===== src/rtl/idata_pkg.sv =====
package idata_pkg;
  typedef enum logic [3:0] {
    OP_NONE = 4'd0,
    OP_RD   = 4'd1,
    OP_WR   = 4'd2,
    OP_BRD  = 4'd3,
    OP_BWR  = 4'd4,
    OP_RRD  = 4'd5,
    OP_RWR  = 4'd6,
    OP_PUSH = 4'd7,
    OP_POP  = 4'd8
  } op_e;

  typedef struct packed {
    logic rd;
    logic wr;
    logic bit_op;
    logic to_sfr;
    logic push;
    logic pop;
  } acc_t;
endpackage


===== src/rtl/idata_addr_map.sv =====
module idata_addr_map
  import idata_pkg::*;
#(
  parameter int ADDR_W    = 8,
  parameter int DATA_W    = 8,
  parameter int NUM_BANKS = 4,
  parameter int REG_W     = 3,
  parameter logic [ADDR_W-1:0] BIT_BASE = 8'h20
) (
  input  logic [3:0]                  op_i,
  input  logic [ADDR_W-1:0]           addr_i,
  input  logic                        indirect_i,
  input  logic [REG_W-1:0]            reg_idx_i,
  input  logic [$clog2(NUM_BANKS)-1:0] bank_sel_i,
  input  logic [ADDR_W-1:0]           sp_i,
  input  logic [ADDR_W-1:0]           sp_inc_i,
  output acc_t                        acc_o,
  output logic [ADDR_W-1:0]           ram_addr_o,
  output logic [ADDR_W-1:0]           sfr_addr_o,
  output logic [$clog2(DATA_W)-1:0]   bit_idx_o
);
  localparam int BIT_IDX_W = $clog2(DATA_W);
  localparam int BANK_W    = $clog2(NUM_BANKS);

  logic                 upper;
  logic [ADDR_W-1:0]    bit_byte;
  logic [ADDR_W-1:0]    reg_addr;
  logic [ADDR_W-1:0]    bit_sfr;

  assign upper    = addr_i[ADDR_W-1];
  assign bit_byte = BIT_BASE + ADDR_W'(addr_i[ADDR_W-2:BIT_IDX_W]);
  assign reg_addr = ADDR_W'({bank_sel_i, reg_idx_i});
  assign bit_sfr  = {addr_i[ADDR_W-1:BIT_IDX_W], {BIT_IDX_W{1'b0}}};
  assign bit_idx_o = addr_i[BIT_IDX_W-1:0];

  always_comb begin
    acc_o      = '0;
    ram_addr_o = addr_i;
    sfr_addr_o = addr_i;
    unique case (op_e'(op_i))
      OP_RD, OP_WR: begin
        acc_o.rd     = (op_e'(op_i) == OP_RD);
        acc_o.wr     = (op_e'(op_i) == OP_WR);
        acc_o.to_sfr = upper && !indirect_i;
      end
      OP_BRD, OP_BWR: begin
        acc_o.rd     = (op_e'(op_i) == OP_BRD);
        acc_o.wr     = (op_e'(op_i) == OP_BWR);
        acc_o.bit_op = 1'b1;
        acc_o.to_sfr = upper;
        ram_addr_o   = bit_byte;
        sfr_addr_o   = bit_sfr;
      end
      OP_RRD, OP_RWR: begin
        acc_o.rd   = (op_e'(op_i) == OP_RRD);
        acc_o.wr   = (op_e'(op_i) == OP_RWR);
        ram_addr_o = reg_addr;
      end
      OP_PUSH: begin
        acc_o.wr   = 1'b1;
        acc_o.push = 1'b1;
        ram_addr_o = sp_inc_i;
      end
      OP_POP: begin
        acc_o.rd   = 1'b1;
        acc_o.pop  = 1'b1;
        ram_addr_o = sp_i;
      end
      default: acc_o = '0;
    endcase
  end

  logic unused_bank;
  assign unused_bank = ^BANK_W;
endmodule


===== src/rtl/idata_stack_ptr.sv =====
module idata_stack_ptr #(
  parameter int ADDR_W = 8,
  parameter logic [ADDR_W-1:0] SP_RST = 8'h07
) (
  input  logic              clk_i,
  input  logic              rst_ni,
  input  logic              push_i,
  input  logic              pop_i,
  output logic [ADDR_W-1:0] sp_o,
  output logic [ADDR_W-1:0] sp_inc_o
);
  logic [ADDR_W-1:0] sp_q;

  assign sp_inc_o = sp_q + ADDR_W'(1);
  assign sp_o     = sp_q;

  always_ff @(posedge clk_i or negedge rst_ni) begin
    if (!rst_ni)      sp_q <= SP_RST;
    else if (push_i)  sp_q <= sp_inc_o;
    else if (pop_i)   sp_q <= sp_q - ADDR_W'(1);
  end
endmodule


===== src/rtl/idata_ram.sv =====
module idata_ram #(
  parameter int ADDR_W = 8,
  parameter int DATA_W = 8
) (
  input  logic                      clk_i,
  input  logic                      rst_ni,
  input  logic                      re_i,
  input  logic                      we_i,
  input  logic                      bit_we_i,
  input  logic [ADDR_W-1:0]         addr_i,
  input  logic [DATA_W-1:0]         wdata_i,
  input  logic [$clog2(DATA_W)-1:0] bit_idx_i,
  input  logic                      bit_val_i,
  output logic [DATA_W-1:0]         rdata_o
);
  localparam int DEPTH = 1 << ADDR_W;

  logic [DATA_W-1:0] mem [DEPTH];
  logic [DATA_W-1:0] rdata_q;

  // bit write is a single-cycle read-modify-write of the array word
  always_ff @(posedge clk_i) begin
    if (we_i)          mem[addr_i]            <= wdata_i;
    else if (bit_we_i) mem[addr_i][bit_idx_i] <= bit_val_i;
  end

  always_ff @(posedge clk_i or negedge rst_ni) begin
    if (!rst_ni)   rdata_q <= '0;
    else if (re_i) rdata_q <= mem[addr_i];
  end

  assign rdata_o = rdata_q;
endmodule


===== src/rtl/idata_decoder.sv =====
module idata_decoder
  import idata_pkg::*;
#(
  parameter int ADDR_W    = 8,
  parameter int DATA_W    = 8,
  parameter int NUM_BANKS = 4,
  parameter int REG_W     = 3,
  parameter logic [ADDR_W-1:0] BIT_BASE = 8'h20,
  parameter logic [ADDR_W-1:0] SP_RST   = 8'h07
) (
  input  logic              clk_i,
  input  logic              rst_ni,
  input  logic [3:0]        op_i,
  input  logic [ADDR_W-1:0] addr_i,
  input  logic              indirect_i,
  input  logic [REG_W-1:0]  reg_idx_i,
  input  logic [1:0]        bank_sel_i,
  input  logic [DATA_W-1:0] wdata_i,
  input  logic              bit_wdata_i,
  output logic [DATA_W-1:0] rdata_o,
  output logic              bit_rdata_o,
  output logic              rvalid_o,
  output logic [ADDR_W-1:0] sp_o,
  output logic [ADDR_W-1:0] sfr_addr_o,
  output logic [DATA_W-1:0] sfr_wdata_o,
  output logic [DATA_W-1:0] sfr_wmask_o,
  output logic              sfr_we_o,
  output logic              sfr_re_o,
  input  logic [DATA_W-1:0] sfr_rdata_i
);
  localparam int BIT_IDX_W = $clog2(DATA_W);

  acc_t                 acc;
  logic [ADDR_W-1:0]    ram_addr;
  logic [ADDR_W-1:0]    map_sfr_addr;
  logic [BIT_IDX_W-1:0] bit_idx;
  logic [ADDR_W-1:0]    sp, sp_inc;
  logic [DATA_W-1:0]    ram_rdata;
  logic                 ram_side;

  idata_addr_map #(
    .ADDR_W(ADDR_W), .DATA_W(DATA_W), .NUM_BANKS(NUM_BANKS),
    .REG_W(REG_W), .BIT_BASE(BIT_BASE)
  ) u_map (
    .op_i(op_i), .addr_i(addr_i), .indirect_i(indirect_i),
    .reg_idx_i(reg_idx_i), .bank_sel_i(bank_sel_i),
    .sp_i(sp), .sp_inc_i(sp_inc),
    .acc_o(acc), .ram_addr_o(ram_addr), .sfr_addr_o(map_sfr_addr),
    .bit_idx_o(bit_idx)
  );

  idata_stack_ptr #(.ADDR_W(ADDR_W), .SP_RST(SP_RST)) u_sp (
    .clk_i(clk_i), .rst_ni(rst_ni),
    .push_i(acc.push), .pop_i(acc.pop),
    .sp_o(sp), .sp_inc_o(sp_inc)
  );

  assign ram_side = !acc.to_sfr;

  idata_ram #(.ADDR_W(ADDR_W), .DATA_W(DATA_W)) u_ram (
    .clk_i(clk_i), .rst_ni(rst_ni),
    .re_i(acc.rd && ram_side),
    .we_i(acc.wr && ram_side && !acc.bit_op),
    .bit_we_i(acc.wr && ram_side && acc.bit_op),
    .addr_i(ram_addr), .wdata_i(wdata_i),
    .bit_idx_i(bit_idx), .bit_val_i(bit_wdata_i),
    .rdata_o(ram_rdata)
  );

  // SFR request side
  logic [DATA_W-1:0] bit_mask;
  always_comb begin
    bit_mask          = '0;
    bit_mask[bit_idx] = 1'b1;
  end

  assign sfr_addr_o  = map_sfr_addr;
  assign sfr_re_o    = acc.rd && acc.to_sfr;
  assign sfr_we_o    = acc.wr && acc.to_sfr;
  assign sfr_wmask_o = acc.bit_op ? bit_mask : {DATA_W{1'b1}};
  assign sfr_wdata_o = acc.bit_op ? {DATA_W{bit_wdata_i}} : wdata_i;

  // response tracking, one cycle behind the request
  logic                 rsp_valid_q, rsp_sfr_q;
  logic [BIT_IDX_W-1:0] rsp_bit_q;

  always_ff @(posedge clk_i or negedge rst_ni) begin
    if (!rst_ni) begin
      rsp_valid_q <= 1'b0;
      rsp_sfr_q   <= 1'b0;
      rsp_bit_q   <= '0;
    end else begin
      rsp_valid_q <= acc.rd;
      if (acc.rd) begin
        rsp_sfr_q <= acc.to_sfr;
        rsp_bit_q <= bit_idx;
      end
    end
  end

  assign rvalid_o    = rsp_valid_q;
  assign rdata_o     = rsp_sfr_q ? sfr_rdata_i : ram_rdata;
  assign bit_rdata_o = rdata_o[rsp_bit_q];
  assign sp_o        = sp;
endmodule


===== config.mk =====
export PLATFORM = sky130hd
export DESIGN_NAME = idata_decoder
export DESIGN_NICKNAME = d
export VERILOG_FILES = /design/src/rtl/idata_pkg.sv /design/src/rtl/idata_addr_map.sv /design/src/rtl/idata_stack_ptr.sv /design/src/rtl/idata_ram.sv /design/src/rtl/idata_decoder.sv
export SDC_FILE = /design/constraint.sdc
export NUM_CORES = 2
export LEC_CHECK = 0
export BUFFER_PORTS_ARGS = -buffer_cell sky130_fd_sc_hd__buf_2
export CAP_MARGIN = 10
export CORE_ASPECT_RATIO = 0.7
export CORE_MARGIN = 3
export CORE_UTILIZATION = 40
export DETAILED_ROUTE_END_ITERATION = 6
export HOLD_SLACK_MARGIN = 0.12
export PLACE_DENSITY_LB_ADDON = 0.2
export SLEW_MARGIN = 10
export SYNTH_ARGS = -nofsm -noshare
export SYNTH_HDL_FRONTEND = slang
export SYNTH_SLANG_ARGS = --single-unit
export TNS_END_PERCENT = 20

===== constraint.sdc =====
create_clock -name clk_i -period 6.4 [get_ports clk_i]
set_input_delay 0 -clock clk_i [delete_from_list [all_inputs] [get_ports clk_i]]
set_output_delay 0 -clock clk_i [all_outputs]
set_load 0.02 [all_outputs]

After elaboration in Yosys (flattened, before gate mapping)
Memories as Yosys holds them, arrays and structs flattened. A register that Yosys moved wholly into a read port is not among the register bits.
Index checks and enable logic that the tools add are counted.
{"block": "classes", "addsub": 3, "magnitude_cmp": 3, "eq_ne": 8, "n_mux": 30, "bitwise_logic": 8, "reduce_logical": 16}
{"op": "$mux 8", "count": 6}
{"op": "$pmux 8 s4", "count": 1}
{"op": "$mux 1", "count": 17}
{"op": "$eq 4x3->1 const B", "count": 4}
{"op": "$add 8x1->8 const B", "count": 1}
{"op": "$eq 4x2->1 const B", "count": 2}
{"op": "$logic_and 1x1->1", "count": 8}
{"op": "$lt 3x4->1 const B", "count": 2}
{"op": "$or 1x1->1", "count": 8}
{"op": "$pmux 1 s4", "count": 2}
{"op": "$sub 8x1->8 const B", "count": 1}
{"op": "$add 6x4->7 const A", "count": 1}
{"op": "$reduce_or 2->1", "count": 3}
{"op": "$eq 4x1->1 const B", "count": 1}
{"op": "$eq 4x4->1 const B", "count": 1}
{"op": "$logic_not 1->1", "count": 4}
{"op": "$bmux 1 s3", "count": 1}
{"op": "$demux 1 s3", "count": 1}
{"op": "$ge 3x1->1 const B", "count": 1}
{"op": "$mux 3", "count": 1}
{"op": "$pmux 1 s2", "count": 1}
{"op": "$reduce_bool 2->1", "count": 1}
{"block": "word_totals", "register_bits": 13, "ram_bits": 2048, "in_bits": 37, "out_inout_bits": 44, "elab_cells": 73, "n_memories": 1}
{"memory": "u_ram.mem", "depth": 256, "word_bits": 8, "rd": 1, "rd_ports_with_merged_regs": 1, "wr": 1, "line": "idata_ram.sv:18", "source": "logic [DATA_W-1:0] mem [DEPTH];"}

Logic depth before layout (Yosys ltp)
{"block": "logic_depth", "depth_word": 10, "mapped_depth": 18, "depth_no_buf": 12}

Modules after synthesis
From an unflattened synthesis, not the netlist that was laid out.
{"block": "hier_totals", "cells_unflattened": 6348, "hier_area_um2": 90526.8}
{"module": "idata_ram", "instances": 1, "cells_each": 6142, "area_per_inst_um2": 88811.4, "seq_area_each_um2": 61699.2}
{"module": "idata_decoder", "instances": 1, "cells_each": 62, "area_per_inst_um2": 585.6, "seq_area_each_um2": 125.1}
{"module": "idata_stack_ptr", "instances": 1, "cells_each": 60, "area_per_inst_um2": 578.1, "seq_area_each_um2": 203.9}
{"module": "idata_addr_map", "instances": 1, "cells_each": 84, "area_per_inst_um2": 551.8, "seq_area_each_um2": 0.0}

Least setup slack after synthesis
OpenSTA, ideal clock, no wires.
{"block": "synth_path", "kind": "input to register", "from": "input port op_i[0]", "to": "memory u_ram.mem[0][5] (data pin)", "setup_ns": 0.556, "t_arrival_ns": 3.403, "required_time_ns": 5.844, "path_slack_ns": 2.441, "stages": 11, "path_buffers": 4, "path_cell_list": "buf_6 buf_2 buf_1 nor2_1 o21ai_0 a21oi_1 clkbuf_1 nand2_1 nor2_1 nand3_1 mux2_2"}
{"block": "synth_via", "elab_chain_len": 10, "elab_cells_between_ends": 22, "classes_between": "7 x eq/ne; 7 x mux; 8 x reduce/logical"}
{"element": "start, declared", "line": "idata_decoder.sv:13", "source": "input logic [3:0] op_i,"}
{"element": "$eq 4x3->1, or another cell as far along", "line": "idata_addr_map.sv:40, idata_addr_map.sv:48"}
{"element": "$reduce_or 2->1", "line": "idata_addr_map.sv:40", "source": "unique case (op_e'(op_i))"}
{"element": "$pmux 1 s2", "line": "idata_addr_map.sv:40"}
{"element": "$logic_not 1->1", "line": "idata_decoder.sv:58", "source": "assign ram_side = !acc.to_sfr;"}
{"element": "$logic_and 1x1->1", "line": "idata_decoder.sv:63, idata_decoder.sv:64"}
{"element": "$logic_and 1x1->1", "line": "idata_decoder.sv:64", "source": ".bit_we_i(acc.wr && ram_side && acc.bit_op),"}
{"element": "$mux 1", "line": "idata_ram.sv:24", "source": "else if (bit_we_i) mem[addr_i][bit_idx_i] <= bit_val_i;"}
{"element": "$mux 1 *", "line": "idata_ram.sv:23", "source": "if (we_i) mem[addr_i] <= wdata_i;"}
{"element": "$mux 8 (not written as such) *", "line": "idata_ram.sv:24"}
{"element": "$mux 1 (no line) *"}
{"element": "end, declared", "line": "idata_ram.sv:18"}
Every way passes the cells marked *; elsewhere a longest branch is shown, timed or not.

Worst setup path in the final report
{"block": "layout_path", "from": "register u_sp.sp_q[2], in the netlist u_sp.sp_o[2]", "to": "register u_ram.rdata_q[1], in the netlist u_ram.rdata_o[1], read port of u_ram.mem"}
{"block": "layout_via", "elab_chain_len": 2}
{"element": "start, declared", "line": "idata_stack_ptr.sv:12", "source": "logic [ADDR_W-1:0] sp_q;"}
{"element": "start signal, assigned", "line": "idata_stack_ptr.sv:19", "source": "else if (push_i) sp_q <= sp_inc_o;"}
{"element": "start signal, assigned", "line": "idata_stack_ptr.sv:20", "source": "else if (pop_i) sp_q <= sp_q - ADDR_W'(1);"}
{"element": "$add 8x1->8", "line": "idata_stack_ptr.sv:14", "source": "assign sp_inc_o = sp_q + ADDR_W'(1);"}
{"element": "$pmux 8 s4 *", "line": "idata_addr_map.sv:40"}
{"element": "end, declared", "line": "idata_ram.sv:19", "source": "logic [DATA_W-1:0] rdata_q;"}
Marked as above.
A chain may end at the register's enable or synchronous reset.

==> impl_metrics.ini <==
[run_status]
status = finished, final reports clean

[synthesis]
synth-simple-area-share_pct = 16.4
synth_top_family_by_area = simple AND/OR/NAND/NOR gates
yosysWarningCount = 0
synth_ff_type = edfxtp_1
seq_area_frac_synth_pct = 68.3
synth-adder-area-share_pct = 0.0276
syn_nets = 7283
synth-edff-count = 2048
synthArstFlopShare_pct = 1.01
muxShareOfSynthArea_pct = 8.26
syn_avg_cell_area_um2 = 12.5
ys_seq_elements = 2069
synth_xor_area_share_pct = 0.0771
synth_compound_area_share_pct = 3.81
synthCells = 7244
ys_types = 86
synth_area_um2 = 90800

[floorplanning]
dieArea_um2 = 233000
std_cell_rows = 145
pin_count = 81
die_x_um = 576
start_util_pct = 40.5
core_um2 = 224000
die-height_um = 405

[sta]
fin_crit_sh_pct = 94.1
rsz0062_at_grt = false
setup_ws_ns = 0.377
whs_ns = 0.125
fmax_ghz = 0.166
tns_ns = 0
finClkSkew_ns = 0.0448
setup_viol = 0
finalCriticalPeriod_ns = 6.02
slew_headroom_pct = 12.5
worst_slew_pin_slew_ns = 1.31
slew_violations = 0
finalHoldViolations = 0

[routing]
drc_errors = 0
wl_mm = 317
vias_per_cell = 6.09
vias = 63000
first_pass_iters = 6
drt-initial-drc-count = 9695
wire_per_inst_um = 30.6
antenna_left = 0

[layout]
ff_latch_area_um2 = 62000
multiInputGateArea_um2 = 26500
drive_gt1_share_pct = 13.8
layout_common_cells = edfxtp_1 (2048), nor2_1 (2047), nand2_1 (949), nand3_1 (401), mux4_2 (303)
fin_nets = 7215
fillCellCount = 20600
final_common_cell = edfxtp_1
syn2layout_area_growth_pct = 12.0
utilization_pct = 45.3

[power_and_ir_drop]
seq_power_share_pct = 46.6
internal_power_mw = 22.9
p_leak_nw = 31.7
vdd_drop_max_mv = 0.259
p_comb_share_pct = 17.6
clock_power_share_pct = 35.8
p_total_mw = 32.5
p_sw_share_pct = 29.5
power.density_nw_per_um2 = 320
p_sw_mw = 9.59

[critical_path]
cp_common_cell = a221oi_1
startpoint = u_sp.sp_o[2]
cp_slowest_cell = or2_2
crit_arrival_ns = 6.77
worst_r2r_startpoint = u_sp.sp_o[2]
critPathKind = register to register
slowest_delay_ns = 0.92
worstSetupEndpointType = register
path_cells = nand3_1 > xnor2_1 > a221oi_1 > or2_2 > nor2_4 > buf_4 > a32o_1 > a221oi_1 > o22ai_1 > o31ai_1 > a31oi_1 > dlygate4sd3_1
critPathMaxFanout = 21
cp-start-kind = register
cpLargestDelayFamily = compound AO/OA/AOI/OAI gates
cp.buffers_inverters = 2
cp.required_ns = 7.15

[place]
dp_slack_ns = 0.621
gp_congestion = 0.881
port_buffers = 80
dpl.hpwl_mm = 185

[clock_tree]
cts-root-buf = clkbuf_16
clockBufferDepth = 4
numCtsBuffers = 203
cts_tree = built
htreeDepth = 4
clk_latency_ns = 0.87
clk_pin_slew_worst_paths_ns = 0.07
cts.sinks = 2069

[global_routing]
grt_antenna_before_repair = 18
grt_max_degree = 155
grt_use_total_pct = 26.7
grt.overflow.total = 0
grt_pass1_vias = 59200
grt_pass1_wl_mm = 448

[min_path]
hold_start = wdata_i[2]
hp-class = input pin to register

[run]
cap_violations = 0
## cell type report
type | instances | share of cell area (%)
Antenna cell | 5 | 0.0123
Inverter | 11 | 0.0406
Tap cell | 3013 | 3.71
Clock inverter | 99 | 0.758
Clock buffer | 259 | 5.28
Sequential cell | 2069 | 61.0
Timing Repair Buffer | 372 | 3.22
Multi-Input combinational cell | 4519 | 26.0
## worst paths after layout
| path | end | slack [ns] | cells past startpoint |
|---|---|---|---|
| max | u_ram.rdata_o[1] | 0.38 | 12 |
| min | u_ram.mem[182][2] | 0.12 | 2 |
| max reg2reg | u_ram.rdata_o[1] | 0.38 | 12 |
| min reg2reg | u_sp.sp_o[2] | 0.57 | 1 |
| max in group asynchronous | u_ram.rdata_o[0] | 5.92 | 4 |
| min in group asynchronous | u_sp.sp_o[1] | 0.24 | 3 |
## power groups by stage
| stage | Sequential [mW] | Combinational, mW | Clock, mW |
|---|---|---|---|
| final | 15.2 | 5.71 | 11.6 |
| after global routing | 15.2 | 5.92 | 12.3 |
| after CTS | 15.2 | 5.57 | 11.8 |
| after floorplan | 15.4 | 3.06 | 0 |
| after global placement | 15.5 | 5.52 | 0 |
| after detailed placement | 15.5 | 5.52 | 0 |
## registers in the layout, summed over array words and instances, names as in the netlist
| signal | cells |
|---|---|
| rsp_bit_q | 3 |
| rsp_sfr_q | 1 |
| rvalid_o | 1 |
| u_sp.sp_o | 8 |
| u_ram.mem | 2048 |
| u_ram.rdata_o | 8 |
## cell usage after synthesis, drive strengths merged, types with 38 or more instances
cell,instances,area (um2)
clkbuf,372,1400
mux2i,42,420
nand4,38,238
nor2,2061,7760
nor3,50,288
nand2,987,3710
a22oi,123,923
a31oi,46,294
mux4,303,6820
buf,273,1430
a21oi,82,414
and3,40,250
edfxtp,2048,61500
nand3,406,2030
## timing repair
action,CTS,global route
endpoints found under the hold margin,282,0
gates resized for setup,0,0
hold buffers,32,0
setup buffers,0,0
## per-stage QoR
step	instances	cell area [um2]
2_1_floorplan	7244	90800
3_3_place_gp	9952	95200
3_5_place_dp	9952	95200
4_1_cts	10300	102000
5_1_grt	10300	102000
6_report	10300	102000
## kinds of logic (layout without fill, tap and decap cells)
kind of cell	Yosys count	count (layout)
xor+xnor	8	8
compound gates	474	474
buf+inv	656	741
mux	368	368
other cells	0	5
flops	2069	2069
fa+ha+maj	2	2
simple gates	3667	3667
## layer usage
metal  vias to the layer above  wire (um)  global-route usage [%]
li1                      25900          -                       -
met1                     32700     134000                    40.8
met2                      3936     132000                    37.4
met3                       472      42100                    7.16
met4                        10       8450                    6.67
met5                         -         61                       0
Power figures use the tool's default switching activity.
